**config.mk**
```make
export PLATFORM = sky130hd
export DESIGN_NAME = acc_cpu_core
export DESIGN_NICKNAME = d
export VERILOG_FILES = /design/src/rtl/acc_cpu_pkg.sv /design/src/rtl/acc_cpu_alu.sv /design/src/rtl/acc_cpu_ctrl.sv /design/src/rtl/acc_cpu_datapath.sv /design/src/rtl/acc_cpu_core.sv
export SDC_FILE = /design/constraint.sdc
export NUM_CORES = 1
export LEC_CHECK = 0
export CAP_MARGIN = 0
export CELL_PAD_IN_SITES_DETAIL_PLACEMENT = 2
export CELL_PAD_IN_SITES_GLOBAL_PLACEMENT = 2
export CORE_ASPECT_RATIO = 1.4
export CORE_MARGIN = 8
export CORE_UTILIZATION = 39
export DETAILED_ROUTE_END_ITERATION = 10
export DONT_BUFFER_PORTS = 1
export GPL_TIMING_DRIVEN = 0
export PLACE_DENSITY_LB_ADDON = 0.1
export SLEW_MARGIN = 25
export SYNTH_ARGS = -nofsm -noshare
export SYNTH_HDL_FRONTEND = slang
export SYNTH_HIERARCHICAL = 1
export SYNTH_SLANG_ARGS = --single-unit
```
**constraint.sdc**
```tcl
create_clock -name clk -period 3.4 [get_ports clk]
set_clock_uncertainty 0.1 [all_clocks]
set_input_delay 0.17 -clock clk [delete_from_list [all_inputs] [get_ports clk]]
set_output_delay 0.17 -clock clk [all_outputs]
set_load 0.01 [all_outputs]
```
**src/rtl/acc_cpu_pkg.sv**
```systemverilog
package acc_cpu_pkg;

   localparam int OPC_W = 2;

   typedef enum logic [1:0] {
      OP_ADD = 2'b00,
      OP_AND = 2'b01,
      OP_JMP = 2'b10,
      OP_DEC = 2'b11
   } opcode_e;

   typedef enum logic [2:0] {
      S_FADDR,
      S_FREAD,
      S_FDEC,
      S_XREAD,
      S_XALU,
      S_XJMP,
      S_XDEC
   } state_e;

   typedef enum logic [1:0] {
      ALU_ADD,
      ALU_AND,
      ALU_DEC,
      ALU_PASS
   } alu_op_e;

   typedef struct packed {
      logic    ar_from_pc;
      logic    ar_from_mem;
      logic    pc_inc;
      logic    pc_load;
      logic    dr_load;
      logic    acc_load;
      alu_op_e alu_op;
      logic    mem_rd;
   } ctrl_t;

endpackage

```
**src/rtl/acc_cpu_alu.sv**
```systemverilog
module acc_cpu_alu
   import acc_cpu_pkg::*;
#(
   parameter int DATA_W        = 8,
   parameter bit DEC_VIA_ADDER = 1'b1
) (
   input  alu_op_e           op,
   input  logic [DATA_W-1:0] a,
   input  logic [DATA_W-1:0] b,
   output logic [DATA_W-1:0] y
);

   logic [DATA_W-1:0] add_b;
   logic [DATA_W-1:0] sum;
   logic [DATA_W-1:0] dec_y;

   generate
      if (DEC_VIA_ADDER) begin : g_shared_adder
         // decrement reuses the adder with an all-ones operand
         assign add_b = (op == ALU_DEC) ? {DATA_W{1'b1}} : b;
         assign sum   = a + add_b;
         assign dec_y = sum;
      end else begin : g_own_decrementer
         assign add_b = b;
         assign sum   = a + add_b;
         assign dec_y = a - {{(DATA_W-1){1'b0}}, 1'b1};
      end
   endgenerate

   always_comb begin
      unique case (op)
         ALU_ADD: y = sum;
         ALU_AND: y = a & b;
         ALU_DEC: y = dec_y;
         default: y = a;
      endcase
   end

endmodule

```
**src/rtl/acc_cpu_ctrl.sv**
```systemverilog
module acc_cpu_ctrl
   import acc_cpu_pkg::*;
(
   input  logic    clk,
   input  logic    rst,
   input  opcode_e fetched_opc,
   output state_e  state,
   output opcode_e ir,
   output ctrl_t   ctl
);

   state_e state_nx;

   always_ff @(posedge clk) begin
      if (rst) begin
         state <= S_FADDR;
         ir    <= OP_ADD;
      end else begin
         state <= state_nx;
         if (state == S_FDEC) ir <= fetched_opc;
      end
   end

   always_comb begin
      state_nx = S_FADDR;
      unique case (state)
         S_FADDR: state_nx = S_FREAD;
         S_FREAD: state_nx = S_FDEC;
         S_FDEC: begin
            unique case (fetched_opc)
               OP_ADD, OP_AND: state_nx = S_XREAD;
               OP_JMP:         state_nx = S_XJMP;
               default:        state_nx = S_XDEC;
            endcase
         end
         S_XREAD: state_nx = S_XALU;
         default: state_nx = S_FADDR;
      endcase
   end

   always_comb begin
      ctl        = '0;
      ctl.alu_op = ALU_PASS;
      unique case (state)
         S_FADDR: ctl.ar_from_pc = 1'b1;
         S_FREAD: begin
            ctl.mem_rd = 1'b1;
            ctl.pc_inc = 1'b1;
         end
         S_FDEC: begin
            ctl.dr_load     = 1'b1;
            ctl.ar_from_mem = 1'b1;
         end
         S_XREAD: ctl.mem_rd = 1'b1;
         S_XALU: begin
            ctl.dr_load  = 1'b1;
            ctl.acc_load = 1'b1;
            ctl.alu_op   = (ir == OP_ADD) ? ALU_ADD : ALU_AND;
         end
         S_XJMP: ctl.pc_load = 1'b1;
         default: begin
            ctl.acc_load = 1'b1;
            ctl.alu_op   = ALU_DEC;
         end
      endcase
   end

   // an operand execute cycle is always preceded by its read cycle
   assert_exec_order_R8: assert property (@(posedge clk) disable iff (rst)
      (state == S_XALU) |-> ($past(state) == S_XREAD));

   // the decode cycle follows the strobed fetch cycle
   assert_fetch_order_R2: assert property (@(posedge clk) disable iff (rst)
      (state == S_FDEC) |-> ($past(state) == S_FREAD));

endmodule

```
**src/rtl/acc_cpu_datapath.sv**
```systemverilog
module acc_cpu_datapath
   import acc_cpu_pkg::*;
#(
   parameter int ADDR_W        = 6,
   parameter int DATA_W        = 8,
   parameter bit DEC_VIA_ADDER = 1'b1
) (
   input  logic              clk,
   input  logic              rst,
   input  ctrl_t             ctl,
   input  logic [DATA_W-1:0] mem_rdata,
   output logic [ADDR_W-1:0] ar,
   output logic [ADDR_W-1:0] pc,
   output logic [DATA_W-1:0] dr,
   output logic [DATA_W-1:0] acc
);

   logic [DATA_W-1:0] alu_y;

   acc_cpu_alu #(
      .DATA_W        (DATA_W),
      .DEC_VIA_ADDER (DEC_VIA_ADDER)
   ) u_alu (
      .op (ctl.alu_op),
      .a  (acc),
      .b  (mem_rdata),
      .y  (alu_y)
   );

   always_ff @(posedge clk) begin
      if (rst) begin
         ar  <= '0;
         pc  <= '0;
         dr  <= '0;
         acc <= '0;
      end else begin
         if (ctl.ar_from_pc)       ar <= pc;
         else if (ctl.ar_from_mem) ar <= mem_rdata[ADDR_W-1:0];
         if (ctl.pc_load)          pc <= ar;
         else if (ctl.pc_inc)      pc <= pc + 1'b1;
         if (ctl.dr_load)          dr <= mem_rdata;
         if (ctl.acc_load)         acc <= alu_y;
      end
   end

   assert_pc_step_R2: assert property (@(posedge clk) disable iff (rst)
      ctl.pc_inc |=> (pc == ADDR_W'($past(pc) + 1'b1)));

   assert_pc_wrap_R7: assert property (@(posedge clk) disable iff (rst)
      (ctl.pc_inc && (pc == {ADDR_W{1'b1}})) |=> (pc == '0));

   assert_jmp_target_R5: assert property (@(posedge clk) disable iff (rst)
      ctl.pc_load |=> (pc == $past(ar)));

   assert_acc_hold_R9: assert property (@(posedge clk) disable iff (rst)
      !ctl.acc_load |=> $stable(acc));

endmodule

```
**src/rtl/acc_cpu_core.sv**
```systemverilog
module acc_cpu_core
   import acc_cpu_pkg::*;
#(
   parameter int ADDR_W        = 6,
   parameter int DATA_W        = 8,
   parameter bit DEC_VIA_ADDER = 1'b1
) (
   input  logic              clk,
   input  logic              rst,
   output logic [ADDR_W-1:0] mem_addr,
   output logic              mem_rd,
   input  logic [DATA_W-1:0] mem_rdata,
   output logic [DATA_W-1:0] acc_out
);

   localparam int WORD_W = OPC_W + ADDR_W;

   generate
      if (DATA_W != WORD_W) begin : g_bad_word
         $error("acc_cpu_core: DATA_W must equal opcode width plus ADDR_W");
      end
      if (ADDR_W < 1) begin : g_bad_addr
         $error("acc_cpu_core: ADDR_W must be at least 1");
      end
   endgenerate

   state_e            state;
   opcode_e           ir;
   ctrl_t             ctl;
   logic [ADDR_W-1:0] ar;
   logic [ADDR_W-1:0] pc;
   logic [DATA_W-1:0] dr;
   logic [DATA_W-1:0] acc;
   opcode_e           fetched_opc;

   assign fetched_opc = opcode_e'(mem_rdata[DATA_W-1 -: OPC_W]);

   acc_cpu_ctrl u_ctrl (
      .clk         (clk),
      .rst         (rst),
      .fetched_opc (fetched_opc),
      .state       (state),
      .ir          (ir),
      .ctl         (ctl)
   );

   acc_cpu_datapath #(
      .ADDR_W        (ADDR_W),
      .DATA_W        (DATA_W),
      .DEC_VIA_ADDER (DEC_VIA_ADDER)
   ) u_dp (
      .clk       (clk),
      .rst       (rst),
      .ctl       (ctl),
      .mem_rdata (mem_rdata),
      .ar        (ar),
      .pc        (pc),
      .dr        (dr),
      .acc       (acc)
   );

   assign mem_addr = ar;
   assign mem_rd   = ctl.mem_rd;
   assign acc_out  = acc;

   assert_add_R3: assert property (@(posedge clk) disable iff (rst)
      (state == S_XALU && ir == OP_ADD) |=>
         (acc == DATA_W'($past(acc) + $past(mem_rdata))));

   assert_and_R4: assert property (@(posedge clk) disable iff (rst)
      (state == S_XALU && ir == OP_AND) |=>
         (acc == ($past(acc) & $past(mem_rdata))));

   assert_dec_R6: assert property (@(posedge clk) disable iff (rst)
      (state == S_XDEC) |=> (acc == DATA_W'($past(acc) - 1'b1)));

   assert_strobe_gap_R9: assert property (@(posedge clk) disable iff (rst)
      mem_rd |=> !mem_rd);

   assert_operand_latch_R8: assert property (@(posedge clk) disable iff (rst)
      (state == S_XALU) |=> (dr == $past(mem_rdata)));

endmodule

```
# Yosys cells after proc, flatten, opt, wreduce, memory -nomap -nowiden
# Index checks and enable logic that the tools add are counted.
dict set report totals {
  regBits 25
  input_bits 10
  out_inout_bits 15
}
dict set report op_classes {
  addsub 2
  eq_ne 9
  mux 15
  n_bitwise 1
  reduce_logical 12
}
# op n
set ops {}
lappend ops {{2-to-1 mux 6 bit} 4}
lappend ops {{one-hot mux 8 bit (2 select lines)} 1}
lappend ops {{one-hot mux 3 bit (2 select lines)} 2}
lappend ops {{one-hot mux 3 bit (4 select lines)} 1}
lappend ops {{adder 8 bit} 1}
lappend ops {{bitwise AND 8 bit} 1}
lappend ops {{2-to-1 mux 8 bit} 1}
lappend ops {{adder 6 x 1 -> 6 bit (second input constant)} 1}
lappend ops {{== test 3 x 2 -> 1 bit (second input constant)} 2}
lappend ops {{== test 3 bit (second input constant)} 2}
lappend ops {{logical NOT 2 bit} 3}
lappend ops {{2-to-1 mux 1 bit} 6}
lappend ops {{nonzero test 2 bit} 3}
lappend ops {{OR reduction 2 bit} 3}
lappend ops {{OR reduction 5 bit} 1}
lappend ops {{== test 2 x 1 -> 1 bit (second input constant)} 2}
lappend ops {{== test 2 bit (second input constant)} 2}
lappend ops {{== test 3 x 1 -> 1 bit (second input constant)} 1}
lappend ops {{logical NOT 3 bit} 1}
lappend ops {{AND reduction 2 bit} 1}

# Logic depth before layout (Yosys ltp)
dict set report logic_depth {
  depth_word 7
  depth_mapped 15
  mapped_depth_nobuf 13
}

# By module
# Netlist, hierarchy kept.
# mod instances cells_each area_per_inst_um2 seq_area_each_um2
set modules_own_cells {}
lappend modules_own_cells {acc_cpu_datapath 1 112 1129.8 560.5}
lappend modules_own_cells {acc_cpu_alu 1 70 515.5 0.0}
lappend modules_own_cells {acc_cpu_ctrl 1 32 287.8 100.1}

# Worst setup path before layout
# Ideal clock, no wire load.
dict set report synth_path {
  kind {reg2reg}
  startpoint {register u_ctrl.state[2]}
  endpoint {register u_dp.acc[6]}
  setup_time_ps 128
  arrival_time_ps 2727
  path_slack_ps 445
  path_stages_with_launch 16
  path_cell_list {dfxtp_1 > buf_6 > inv_1 > or3_1 > buf_6 > nand2b_1 > nand2b_1 > ha_1 > fa_1 > a21oi_1 > o21ai_0 > a21oi_1 > xor2_1 > o21ai_0 > mux2i_1 > nor2_1}
}
# element line
set synth_lines {}
lappend synth_lines {{from (decl)} acc_cpu_ctrl.sv:7} ;# output state_e state,
lappend synth_lines {{from (signal assigned)} acc_cpu_ctrl.sv:19} ;# state <= state_nx;
lappend synth_lines {{to (signal assigned)} acc_cpu_datapath.sv:42} ;# if (ctl.acc_load) acc <= alu_y;
lappend synth_lines {{to (decl)} acc_cpu_datapath.sv:15} ;# output logic [DATA_W-1:0] acc

==> summary.txt <==
GRT
  – Total gr overflow: 0
  – Total track usage: 0.144
  – Initial antenna violation count: 0
  – Largest net degree at the start of global routing: 15
  – Number of global-route vias before repair: 1562
  – Grt met2 use: 0.292
  – First-pass GRT wire length: 7.74 mm
  – Met3 Use GR: 0.0281
  – Met1 Resource Use GR: 0.146
  – GRT busiest layer: met2

Timing
  – Worst Tran Pin Value: 0.638 ns
  – Final worst path period share: 0.916
  – Max-slew violations: 0
  – RSZ-0062 raised after global routing: false
  – Final min period: 3.11 ns
  – Fmax: 0.321 GHz
  – Max transition margin: 0.574
  – Setup TNS Final: 0 ns
  – # setup viols final: 0
  – Final hold vios: 0
  – Min Hold Slack: 0.0396 ns

Clock tree
  – Clk_lat worst skew: 0.26 ns
  – CTS root buf: clkbuf_8
  – CTS H-Tree Depth: 1
  – Max clock buf depth: 2
  – CTS clk-pin slew, worst paths: 0.09 ns
  – CTS tree: yes
  – Num CTS Buffers: 3
  – Clock tree sinks: 25
  – Postcts setup bufs: 0

Power
  – Max VDD drop: 0.196 mV
  – PwrDens: 340 mW/mm2
  – Leakage: 0.717 nW
  – Total power: 0.611 mW

Drt
  – Vias per std cell: 5.67
  – Final wirelength: 4.56 mm
  – Via Count: 1361
  – DRC Markers: 0
  – WL/cell: 19.0 um
  – Final ANT Viol Nets: 0
  – Initial DRC Count: 15
  – Router iterations before antenna repair: 4

Placement
  – GPL Wtd Cong: 0.820
  – HPWL Detailed: 3.75 mm
  – Cell area after placement: 0.00170 mm2
  – # port buffers: 0

Final layout
  – Nets@finish: 216
  – Register area: 502 um2
  – Fillers: 466
  – Post-Route Utilization: 0.435
  – Final instance area: 0.00180 mm2
  – Most common cell after layout, fill and taps aside: nor2_1
  – Commonest non-fill, non-tap cells in the layout: 26 x nor2_1, 24 x dfxtp_1, 16 x mux2i_1
  – Share of cells above drive strength 1: 0.138
  – Layout Area Growth over Synthesis: 9.28%
  – Multi-input logic area: 0.00106 mm2
  – ANT cells: 0

Yosys
  – Mean post-synth cell area: 8.80 um2
  – Syn nets: 207
  – Synthesized cell area: 0.00165 mm2
  – Mapped Cells: 187
  – Ys Warns: 6

Hold path
  – Hold Startpoint: mem_rdata[7]
  – Min-delay worst type: primary input to flop

Critical path
  – Critical path data arrival time: 3.17 ns
  – Flop-to-flop setup slack: 0.29 ns
  – CP required: 3.46 ns
  – Crit path capture type: flop
  – CP Cell Sequence: buf_6 -> inv_1 -> or3_1 -> buf_6 -> nand2b_2 -> nand2b_1 -> ha_1 -> fa_2 -> a21oi_2 -> o21ai_0 -> a21oi_1 -> xor2_1 -> o21ai_0 -> mux2i_1 -> nor2_1
  – Reg2reg start: u_ctrl/state[2]$_SDFF_PP0_
  – Max incr delay on CP: 0.39 ns
  – Reg2reg end: u_dp/acc[6]$_SDFFE_PP0P_
  – CP Capture Point: u_dp/acc[6]$_SDFFE_PP0P_
  – CP Class: flop to flop
  – Worst setup SP type: flop
  – Critical Path Source: u_ctrl/state[2]$_SDFF_PP0_
  – Max FO, Critical Path: 10
  – Slowest-stage cell, CP: fa_2
  – Register-to-Register Path Depth: 15

Outcome
  – Status: complete, no violations

Floorplanning
  – Die Ht: 92.9 um
  – Core area: 0.00413 mm2
  – Initial Util: 0.398
  – IO Count: 25
  – Rows: 28
  – Die width: 70.9 um
  – Die Area: 0.00658 mm2

Flow run
  – Max Cap Violations: 0
==> how the worst min path moves through the flow <==
stage | to | slack (ns) | depth (start not counted)
2_1_floorplan | u_ctrl/ir[0]$_SDFFE_PP0P_ | 0.14 | 1
3_3_place_gp | u_ctrl/ir[1]$_SDFFE_PP0P_ | 0.14 | 1
3_5_place_dp | u_ctrl/ir[1]$_SDFFE_PP0P_ | 0.15 | 1
4_1_cts | u_ctrl/state[1]$_SDFF_PP0_ | 0.03 | 3
5_1_grt | u_ctrl/state[1]$_SDFF_PP0_ | 0.09 | 3
6_report | u_ctrl/state[1]$_SDFF_PP0_ | 0.04 | 3
==> timing repair <==
action	CTS	global route
endpoints found under the setup margin	1	2
hold endpoints to repair	5	0
resized for setup	1	3
hold buffers	4	0
pin swaps	0	1
==> layer usage <==
| metal | share of wire | wire length (um) |
|---|---|---|
| met1 | 0.39 | 1770 |
| met2 | 0.58 | 2620 |
| met3 | 0.031 | 141 |
| met4 | 0.0046 | 21 |
| met5 | 0 | 0 |
==> sequential cells by signal, indices dropped and copies added (netlist names) <==
name,cells
u_ctrl/ir,2
u_dp/pc,6
u_ctrl/state,3
u_dp/ar,6
u_dp/acc,8
==> metrics by stage <==
| step | cells | worst slack, ns |
|---|---|---|
| final | 240 | 0.285 |
| after global routing | 240 | 0.0426 |
| after CTS | 240 | 0.0874 |
| after detailed placement | 232 | -0.0118 |
| after global placement | 232 | 0.0807 |
| after floorplan | 187 | 0.465 |
==> worst max-delay path, delay by kind of cell, from the launching register on <==
family                   cells  cell delay (ns)
AO/OA/AOI/OAI                4             0.59
XOR/XNOR                     1             0.16
adder cells (fa/ha/maj)      2             0.63
buffers and inverters        3             0.33
flip-flops                   1             0.37
multiplexers                 1             0.15
AND/OR/NAND/NOR              4             0.66
==> final cells by class <==
type / instances / share of cell area
Clock inverter: 1 / 0.00278
Sequential cell: 25 / 0.279
Clock buffer: 3 / 0.0230
Inverter: 4 / 0.00835
Timing Repair Buffer: 4 / 0.0223
Tap cell: 45 / 0.0313
Multi-Input combinational cell: 146 / 0.592
Buffer: 12 / 0.0418
==> where the power goes <==
| part | total (mW) | leakage (nW) | internal (mW) | switching [mW] |
|---|---|---|---|---|
| clock | 0.175 | 0.0255 | 0.0818 | 0.0934 |
| sequential | 0.318 | 0.203 | 0.305 | 0.0129 |
| combinational | 0.118 | 0.489 | 0.0552 | 0.0630 |
| total | 0.611 | 0.717 | 0.442 | 0.169 |
(Power assumes the default switching activity.)
